`src/rtl/irq_regif.sv`:
```
module irq_regif #(
  parameter int NSRC = 40,
  parameter int AW   = 16
) (
  input  logic              clk,
  input  logic              rst_n,
  input  logic              req_valid,
  input  logic              req_write,
  input  logic [AW-1:0]     req_addr,
  input  logic [1:0]        req_size,
  input  logic [31:0]       req_wdata,
  output logic              rsp_valid,
  output logic              rsp_err,
  output logic [31:0]       rsp_rdata,
  output logic              dom_ie,
  output logic [3*NSRC-1:0] src_mode,
  output logic [32*NSRC-1:0] src_target,
  input  logic [NSRC:1]     st_pend,
  input  logic [NSRC:1]     st_en,
  input  logic [NSRC:1]     st_in,
  output logic [NSRC:1]     set_pend,
  output logic [NSRC:1]     clr_pend,
  output logic [NSRC:1]     set_en,
  output logic [NSRC:1]     clr_en
);
  localparam int NW = (NSRC + 32) / 32;
  localparam int PW = NW * 32;
  localparam logic [AW-1:0] A_ARR     = AW'(4 * NW);
  localparam logic [AW-1:0] A_CFG     = AW'('h0004);
  localparam logic [AW-1:0] A_CFG_END = AW'(4 + 4 * NSRC);
  localparam logic [AW-1:0] A_SIP     = AW'('h1C00);
  localparam logic [AW-1:0] A_SIPN    = AW'('h1CDC);
  localparam logic [AW-1:0] A_CIP     = AW'('h1D00);
  localparam logic [AW-1:0] A_CIPN    = AW'('h1DDC);
  localparam logic [AW-1:0] A_SIE     = AW'('h1E00);
  localparam logic [AW-1:0] A_SIEN    = AW'('h1EDC);
  localparam logic [AW-1:0] A_CIE     = AW'('h1F00);
  localparam logic [AW-1:0] A_CIEN    = AW'('h1FDC);
  localparam logic [AW-1:0] A_LE      = AW'('h2000);
  localparam logic [AW-1:0] A_BE      = AW'('h2004);
  localparam logic [AW-1:0] A_GEN     = AW'('h3000);
  localparam logic [AW-1:0] A_TGT     = AW'('h3004);
  localparam logic [AW-1:0] A_TGT_END = AW'('h3004 + 4 * NSRC);
  localparam logic [31:0]   TGT_KEEP  = 32'hFFFF_F7FF;
  localparam logic [31:0]   GEN_KEEP  = 32'hFFFC_0FFF;

  logic [AW-1:0] a;
  logic          fmt_ok, hit, bad, wr;
  logic          is_dom, is_cfg, is_tgt, is_gen;
  logic          is_sip, is_cip, is_sie, is_cie;
  logic          is_sipn, is_cipn, is_sien, is_cien, is_le, is_be;
  logic [5:0]    widx;
  logic [31:0]   swp, rd_c, gen_q;
  logic [2:0]    mode_q [1:NSRC];
  logic [31:0]   tgt_q  [1:NSRC];
  logic [PW-1:0] pend_p, en_p, in_p;
  logic [NSRC:1] sp_c, cp_c, se_c, ce_c;

  assign a       = req_addr;
  assign fmt_ok  = (req_size == 2'd2) && (a[1:0] == 2'b00);
  assign widx    = a[7:2];
  assign swp     = {req_wdata[7:0], req_wdata[15:8], req_wdata[23:16], req_wdata[31:24]};
  assign is_dom  = (a == '0);
  assign is_cfg  = (a >= A_CFG) && (a < A_CFG_END);
  assign is_tgt  = (a >= A_TGT) && (a < A_TGT_END);
  assign is_gen  = (a == A_GEN);
  assign is_sip  = (a >= A_SIP) && (a < A_SIP + A_ARR);
  assign is_cip  = (a >= A_CIP) && (a < A_CIP + A_ARR);
  assign is_sie  = (a >= A_SIE) && (a < A_SIE + A_ARR);
  assign is_cie  = (a >= A_CIE) && (a < A_CIE + A_ARR);
  assign is_sipn = (a == A_SIPN);
  assign is_cipn = (a == A_CIPN);
  assign is_sien = (a == A_SIEN);
  assign is_cien = (a == A_CIEN);
  assign is_le   = (a == A_LE);
  assign is_be   = (a == A_BE);
  assign hit     = is_dom | is_cfg | is_tgt | is_gen | is_sip | is_cip | is_sie | is_cie |
                   is_sipn | is_cipn | is_sien | is_cien | is_le | is_be;
  assign bad     = !fmt_ok || !hit;
  assign wr      = req_valid && req_write && !bad;

  assign pend_p  = PW'({st_pend, 1'b0});
  assign en_p    = PW'({st_en, 1'b0});
  assign in_p    = PW'({st_in, 1'b0});

  always_comb begin
    rd_c = '0;
    if (is_dom) rd_c = 32'h8000_0004 | {23'b0, dom_ie, 8'b0};
    if (is_gen) rd_c = gen_q;
    for (int s = 1; s <= NSRC; s++) begin
      if (is_cfg && a == AW'(4 * s))          rd_c = {29'b0, mode_q[s]};
      if (is_tgt && a == AW'('h3000 + 4 * s)) rd_c = tgt_q[s];
    end
    for (int w = 0; w < NW; w++) begin
      if (widx == 6'(w)) begin
        if (is_sip) rd_c = pend_p[w*32 +: 32];
        if (is_cip) rd_c = in_p[w*32 +: 32];
        if (is_sie) rd_c = en_p[w*32 +: 32];
      end
    end
  end

  for (genvar s = 1; s <= NSRC; s++) begin : g_src
    localparam int          W  = s / 32;
    localparam int          B  = s % 32;
    localparam logic [31:0] SN = 32'(s);
    logic bit_hit;
    assign bit_hit   = (widx == 6'(W)) && req_wdata[B];
    assign sp_c[s]   = wr && ((is_sip && bit_hit) || ((is_sipn || is_le) && req_wdata == SN) ||
                              (is_be && swp == SN));
    assign cp_c[s]   = wr && ((is_cip && bit_hit) || (is_cipn && req_wdata == SN));
    assign se_c[s]   = wr && ((is_sie && bit_hit) || (is_sien && req_wdata == SN));
    assign ce_c[s]   = wr && ((is_cie && bit_hit) || (is_cien && req_wdata == SN));
    assign src_mode[3*(s-1) +: 3]    = mode_q[s];
    assign src_target[32*(s-1) +: 32] = tgt_q[s];
  end

  always_ff @(posedge clk) begin
    if (!rst_n) begin
      rsp_valid <= 1'b0;
      rsp_err   <= 1'b0;
      rsp_rdata <= '0;
      dom_ie    <= 1'b0;
      gen_q     <= '0;
      set_pend  <= '0;
      clr_pend  <= '0;
      set_en    <= '0;
      clr_en    <= '0;
      for (int s = 1; s <= NSRC; s++) begin
        mode_q[s] <= '0;
        tgt_q[s]  <= '0;
      end
    end else begin
      rsp_valid <= req_valid;
      rsp_err   <= req_valid && bad;
      rsp_rdata <= (req_valid && !req_write && !bad) ? rd_c : '0;
      set_pend  <= sp_c;
      clr_pend  <= cp_c;
      set_en    <= se_c;
      clr_en    <= ce_c;
      if (wr && is_dom) dom_ie <= req_wdata[8];
      if (wr && is_gen) gen_q  <= req_wdata & GEN_KEEP;
      for (int s = 1; s <= NSRC; s++) begin
        if (wr && is_cfg && a == AW'(4 * s))
          mode_q[s] <= req_wdata[10] ? 3'b000 : req_wdata[2:0];
        if (wr && is_tgt && a == AW'('h3000 + 4 * s))
          tgt_q[s] <= req_wdata & TGT_KEEP;
      end
    end
  end
endmodule

```
`config.mk`:
```
export PLATFORM = sky130hd
export DESIGN_NAME = irq_regif
export DESIGN_NICKNAME = d
export VERILOG_FILES = /design/src/rtl/irq_regif.sv
export SDC_FILE = /design/constraint.sdc
export NUM_CORES = 2
export LEC_CHECK = 0
export ABC_AREA = 1
export CAP_MARGIN = 20
export CELL_PAD_IN_SITES_DETAIL_PLACEMENT = 2
export CELL_PAD_IN_SITES_GLOBAL_PLACEMENT = 2
export CORE_AREA = 2 2 684 686
export DETAILED_ROUTE_END_ITERATION = 10
export DIE_AREA = 0 0 686 688
export PLACE_DENSITY_LB_ADDON = 0.1
export SYNTH_ARGS = -nofsm -noshare
export SYNTH_HDL_FRONTEND = slang
export SYNTH_SLANG_ARGS = --single-unit
```
`constraint.sdc`:
```
create_clock -name clk -period 10.5 [get_ports clk]
set_input_delay 2.1 -clock clk [delete_from_list [all_inputs] [get_ports clk]]
set_output_delay 2.1 -clock clk [all_outputs]
set_load 0.02 [all_outputs]
```
; After elaboration in Yosys (flattened, before gate mapping)
; Memory sizes are Yosys's and may differ from the RTL's.
; Cells that the tools add are included.
[totals]
reg_bits = 221
ram_bits = 1360
input_bits = 174
output_inout_bits = 1595
wordCells = 1643
mem_count = 2
[mem_list]
columns = memory, depth, word_bits, read_ports, rd_ports_with_merged_regs, wr, line
row1 = tgt_q, 40, 31, 40, 0, 40, 55  ; logic [31:0] tgt_q [1:NSRC];
row2 = mode_q, 40, 3, 40, 0, 40, 54  ; logic [2:0] mode_q [1:NSRC];
[classes]
magnitude_cmp = 12
eq_ne = 169
mux = 412
n_bitwise = 93
reduce_logical = 946
[op_table]
columns = operator, count
row1 = 32-bit 2-to-1 mux, 90
row2 = 31-bit 2-to-1 mux, 40
row3 = 32-bit by 5-bit equality test with 1-bit output (second input constant), 32
row4 = 1-bit logical AND, 736
row5 = 16-bit by 14-bit equality test with 1-bit output (second input constant), 43
row6 = 32-bit by 6-bit equality test with 1-bit output (second input constant), 18
row7 = 32-bit by 4-bit equality test with 1-bit output (second input constant), 16
row8 = 16-bit by 7-bit equality test with 1-bit output (second input constant), 16
row9 = 32-bit by 3-bit equality test with 1-bit output (second input constant), 8
row10 = 1-bit 2-to-1 mux, 241
row11 = 1-bit logical OR, 202
row12 = 16-bit by 8-bit equality test with 1-bit output (second input constant), 9
row13 = 16-bit by 6-bit equality test with 1-bit output (second input constant), 8
row14 = 32-bit by 2-bit equality test with 1-bit output (second input constant), 4
row15 = 3-bit 2-to-1 mux, 41
row16 = 1-bit OR, 93
row17 = 16-bit by 13-bit equality test with 1-bit output (second input constant), 4
row18 = 16-bit by 5-bit equality test with 1-bit output (second input constant), 4
row19 = 32-bit by 1-bit equality test with 1-bit output (second input constant), 2
row20 = 16-bit by 13-bit >= comparator with 1-bit output (second input constant), 4
row21 = 16-bit by 13-bit less-than comparator with 1-bit output (second input constant), 4
row22 = 16-bit by 4-bit equality test with 1-bit output (second input constant), 2
row23 = 16-bit by 3-bit equality test with 1-bit output (second input constant), 1
row24 = 16-bit by 14-bit >= comparator with 1-bit output (second input constant), 1
row25 = other kinds (10), 13

; Logic depth before layout (Yosys ltp)
[depth]
word_depth = 91
ltp_mapped = 88
depth_no_buf = 88

; Worst setup path before layout
; Ideal clock, no wire load.
[synth_path]
kind = input port to flip-flop
start = input port req_addr[14]
end = register tgt_q[0][100] (netlist name)
setup_time_ps = 462
t_arrival_ps = 6599
t_required_ps = 10038
path_slack_ps = 3439
stages = 17
n_path_buf = 6
cell_sequence = nor2_1 -> nand2_1 -> nor2_4 -> inv_2 -> nor2_4 -> nand2_1 -> buf_4 -> clkbuf_1 -> clkbuf_1 -> clkbuf_1 -> nand4_1 -> nand2_1 -> inv_1 -> nand3_1 -> clkbuf_1 -> clkbuf_1 -> o21ai_0
[synth_lines]
columns = element, line
row1 = start: declaration, 9  ; input logic [AW-1:0] req_addr,

; Final worst setup path
[layout_path]
start = input port req_addr[15]
end = register rsp_rdata[26]
[layout_via]
elab_chain_len = 91
word_cells_on_any_way = 293
classes_between = order compare (12) / eq/ne (87) / mux (89) / bitwise (13) / reduce/logical (92)
[layout_lines]
columns = element, line
row1 = 16-bit by 3-bit >= comparator with 1-bit output / 16-bit by 8-bit less-than comparator with 1-bit output (equally long branches), 64  ; assign is_cfg = (a >= A_CFG) && (a < A_CFG_END);
row2 = 1-bit logical AND, 64
row3 = 1-bit logical AND, 91  ; if (is_cfg && a == AW'(4 * s)) rd_c = {29'b0, mode_q[s]};
row4 = 32-bit 2-to-1 mux, 91
row5 = 32-bit 2-to-1 mux, 92  ; if (is_tgt && a == AW'('h3000 + 4 * s)) rd_c = tgt_q[s];
row6 = 32-bit 2-to-1 mux, 91
row7 = 32-bit 2-to-1 mux, 92
row8 = 32-bit 2-to-1 mux, 91
row9 = [75 not listed], n/a
row10 = 32-bit 2-to-1 mux, 96  ; if (is_sip) rd_c = pend_p[w*32 +: 32];
row11 = 32-bit 2-to-1 mux, 97  ; if (is_cip) rd_c = in_p[w*32 +: 32];
row12 = 32-bit 2-to-1 mux, 98  ; if (is_sie) rd_c = en_p[w*32 +: 32];
row13 = 32-bit 2-to-1 mux, 95  ; if (widx == 6'(w)) begin
row14 = 32-bit 2-to-1 mux, 96
row15 = 32-bit 2-to-1 mux, 97
row16 = 32-bit 2-to-1 mux, 98
row17 = 32-bit 2-to-1 mux, 95
row18 = end signal: assignment, 136  ; rsp_rdata <= (req_valid && !req_write && !bad) ? rd_c : '0;
row19 = end: declaration, 14  ; output logic [31:0] rsp_rdata,
; Parallel ways exist; a longest one is shown, timed or not.
; A chain may end at the register's enable or synchronous reset.

==> results.tsv <==
stage	metric	value	unit
run_status	status	complete, no violations	
critical_path	CP arrival	10960	ps
finish	area grow syn2layout	50.30	%
floorplanning	# IOs	1769	
floorplanning	die height	688	um
clock_tree	CTS tree	built	
pwr	Lkg Pwr	35.56	nW
critical_path	Crit path required time	11180	ps
sta	min Tclk post-route	10280	ps
route	first-iteration detailed-routing DRC count	4445	
critical_path	delay of the slowest critical-path stage	480	ps
sta	skew final	126.6	ps
synth	synthesized instance count	6768	
critical_path	most used cell along the critical path	buf_4	
pwr	VDD IR max	0.1427	mV
finish	fillers	51870	
sta	worst setup margin	221.8	ps
placed_design	Post-DP HPWL	435500	um
critical_path	worst-case reg-to-reg path depth	31	
synth	share of the synthesized area in the top cell type	59.72	%
placed_design	IO Port Bufs	1728	
route	wire length per cell	37.53	um
floorplanning	die area	0.4720	sq mm
synth	sequential element share of the synthesized area	66.19	%
synth	main flop type after synthesis	edfxtp_1	
min_path	hold depth	2	
clock_tree	hold buffers post-CTS	0	
global_route	first-pass GRT wire length	718900	um
placed_design	dpl ws	-1019	ps
sta	Setup TNS	0	ps
clock_tree	register clock-pin slew on the reported worst setup and hold paths	60	ps
synth	Area contributors post-synth	edfxtp_1 60%, nor2_1 9.7%, dfxtp_1 6.5%	
global_route	overall global routing resource usage	22.95	%
placed_design	GPL Wtd Cong	0.8701	
sta	number of setup violations in the final report	0	
synth	Async SR Flop Fraction	0	%
sta	Max Fclk	97.29	MHz
synth	post-synth cell types	47	
sta	Slew Limit Headroom	25.38	%
route	Remaining DRCs	0	
sta	Tcrit/Tclk final	97.89	%
global_route	vias in the first global route	66740	
finish	Sequential Area	0.04526	sq mm
finish	fin area	0.1028	sq mm
min_path	Hold Path Class	flop to flop	
global_route	total gr overflow	0	
critical_path	Critical Path Slowest Stage Cell	a221oi_1	
clock_tree	CTS Buffer Depth	4	
clock_tree	H-Tree Depth	4	
floorplanning	core region area	0.4651	sq mm
global_route	pin count of the biggest net entering global routing	154	
synth	Post-synth EDFFs	1360	
clock_tree	CTS Sinks	1581	
synth	Synth area leader	edfxtp_1	
critical_path	Crit Path Category	input pin to flop	
sta	worst-margin pin slew	1117	ps
critical_path	largest fanout on the critical path	24	
route	first-pass detailed-route iteration total	5	
floorplanning	initial core utilization	14.70	%
clock_tree	Post-CTS Setup Bufs	0	
job	max_cap viols	0	
route	DRT antenna net count	0	
clock_tree	CTS Root Cell	clkbuf_16	
finish	area of the multi-input gates	0.02022	sq mm
route	via count	63090	
critical_path	crit end category	flop	
pwr	PwrDens	163.0	mW/mm^2
sta	Final Max Slew Viols	0	
placed_design	placement-stage cell area	0.09561	sq mm
floorplanning	die width	686	um
sta	Final Hold Violating Endpoints	0	
finish	layout cells sized above 1	10.61	%
finish	nets@finish	8805	
sta	RSZ-0062 raised after global routing	no	
route	Post-Route WL	563900	um
sta	Hold WS	552.6	ps
route	number of vias per cell	4.199	
synth	synth warn	0	
synth	Mapped Area	0.06838	sq mm
floorplanning	FP Rows	251	
clock_tree	CTS buffer count	217	
synth	flops & latches, synth	1581	
critical_path	crit start category	input pin	
global_route	initial antenna violation count	47	
synth	mean post-synth cell area	10.10	sq um
clock_tree	worst skew pair latency	1000	ps
==> worst paths after layout <==
path / startpoint / end / slack (ps)
max: req_addr[15] / rsp_rdata[26] / 220
min: gen_q[4] / gen_q[4] / 550
max reg2reg: tgt_q[0][41] / rsp_rdata[10] / 2720
min reg2reg: gen_q[4] / gen_q[4] / 550
==> cells in the final DEF, fill, tap and decap left out, types with 14 or more instances in the layout <==
| cell | instances |
|---|---|
| o211ai_1 | 27 |
| conb_1 | 40 |
| inv_4 | 32 |
| nor2_4 | 27 |
| clkbuf_16 | 218 |
| nand2_1 | 1011 |
| o21a_1 | 15 |
| o21ai_0 | 113 |
| o22ai_1 | 97 |
| edfxtp_1 | 1360 |
| clkdlybuf4s50_1 | 1727 |
| a21oi_1 | 142 |
| a2111oi_0 | 15 |
| buf_4 | 415 |
| a22oi_1 | 71 |
| nand2_2 | 19 |
| nand4_1 | 61 |
| a31oi_1 | 47 |
| clkbuf_1 | 50 |
| nand3_1 | 318 |
| nor2_2 | 30 |
| dfxtp_1 | 221 |
| nor2_1 | 1730 |
| a221oi_1 | 240 |
| o21ai_4 | 31 |
| inv_1 | 366 |
| clkinv_1 | 54 |
| bufinv_16 | 19 |
| or2_2 | 14 |
| clkinv_2 | 33 |
| nor3_1 | 140 |
==> cells in the mapped netlist (all sizes together), types with 61 or more instances <==
master / n
nor3: 140
nand3: 324
nand4: 61
a221oi: 249
nor2: 1788
a22oi: 71
edfxtp: 1360
o22ai: 97
o21ai: 151
inv: 394
dfxtp: 221
buf: 85
nand2: 1035
a21oi: 143
clkbuf: 474
==> cell families (layout without fill, tap and decap cells) <==
logic type             count (synthesis)  count (layout)  synth area share (%)
AND/OR/NAND/NOR                     3377            3377                 19.87
flip-flops                          1581            1581                 66.19
buffers and inverters                972            2980                 5.579
AO/OA/AOI/OAI                        837             837                 8.355
other                                  1              53              0.005484
==> critical path: cells and delay by family <==
kind | cells | cell delay, ps
AO/OA/AOI/OAI | 11 | 3710
buffers and inverters | 10 | 2310
AND/OR/NAND/NOR | 18 | 2780
==> where the power goes <==
part	internal, mW	switching, mW
sequential	7.09	0.262
clock	4.34	3.30
combinational	0.543	1.23
total	12.0	4.79
==> routing by layer <==
layer | routed length (um) | share of wire [%] | vias to the layer above | global-route usage (%)
met5 | 45 | 0.0080 | - | 0
met4 | 19690 | 3.5 | 6 | 6.735
met3 | 30970 | 5.5 | 482 | 4.777
met2 | 289600 | 51 | 1945 | 42.06
met1 | 223600 | 40 | 33690 | 26.71
li1 | - | - | 26970 | -
==> state kept, by name (all words and copies together) (netlist names), 26 cells and up <==
name / flops
gen_q: 26
clr_pend: 40
set_en: 40
tgt_q: 1240
clr_en: 40
rsp_rdata: 32
mode_q: 120
set_pend: 40
==> area by class of cell <==
cell class | instances | area share, %
diodes | 13 | 0.03165
inverters | 413 | 1.594
flip-flops and latches | 1581 | 44.04
well taps | 6198 | 7.545
repair buffers | 2164 | 20.28
clock inverters | 128 | 1.253
multi-input cells | 4254 | 19.67
clock buffers | 275 | 5.584
==> through the flow <==
step	instances	util, %	power [mW]
CTS	15010	22.07	17.05
floorplan	6807	-	7.919
finish	15030	22.10	16.75
detailed placement	14610	20.56	9.288
global route	15020	22.09	17.22
global placement	14600	20.51	9.282
==> timing repair <==
action / CTS / global route
pin swaps: 0 / 0
resized for setup: 1 / 10
gates cloned: 0 / 0
endpoints found under the hold margin: 0 / 0
setup endpoints to repair: 1 / 7
No activity file was read; power rests on OpenSTA's default activity.
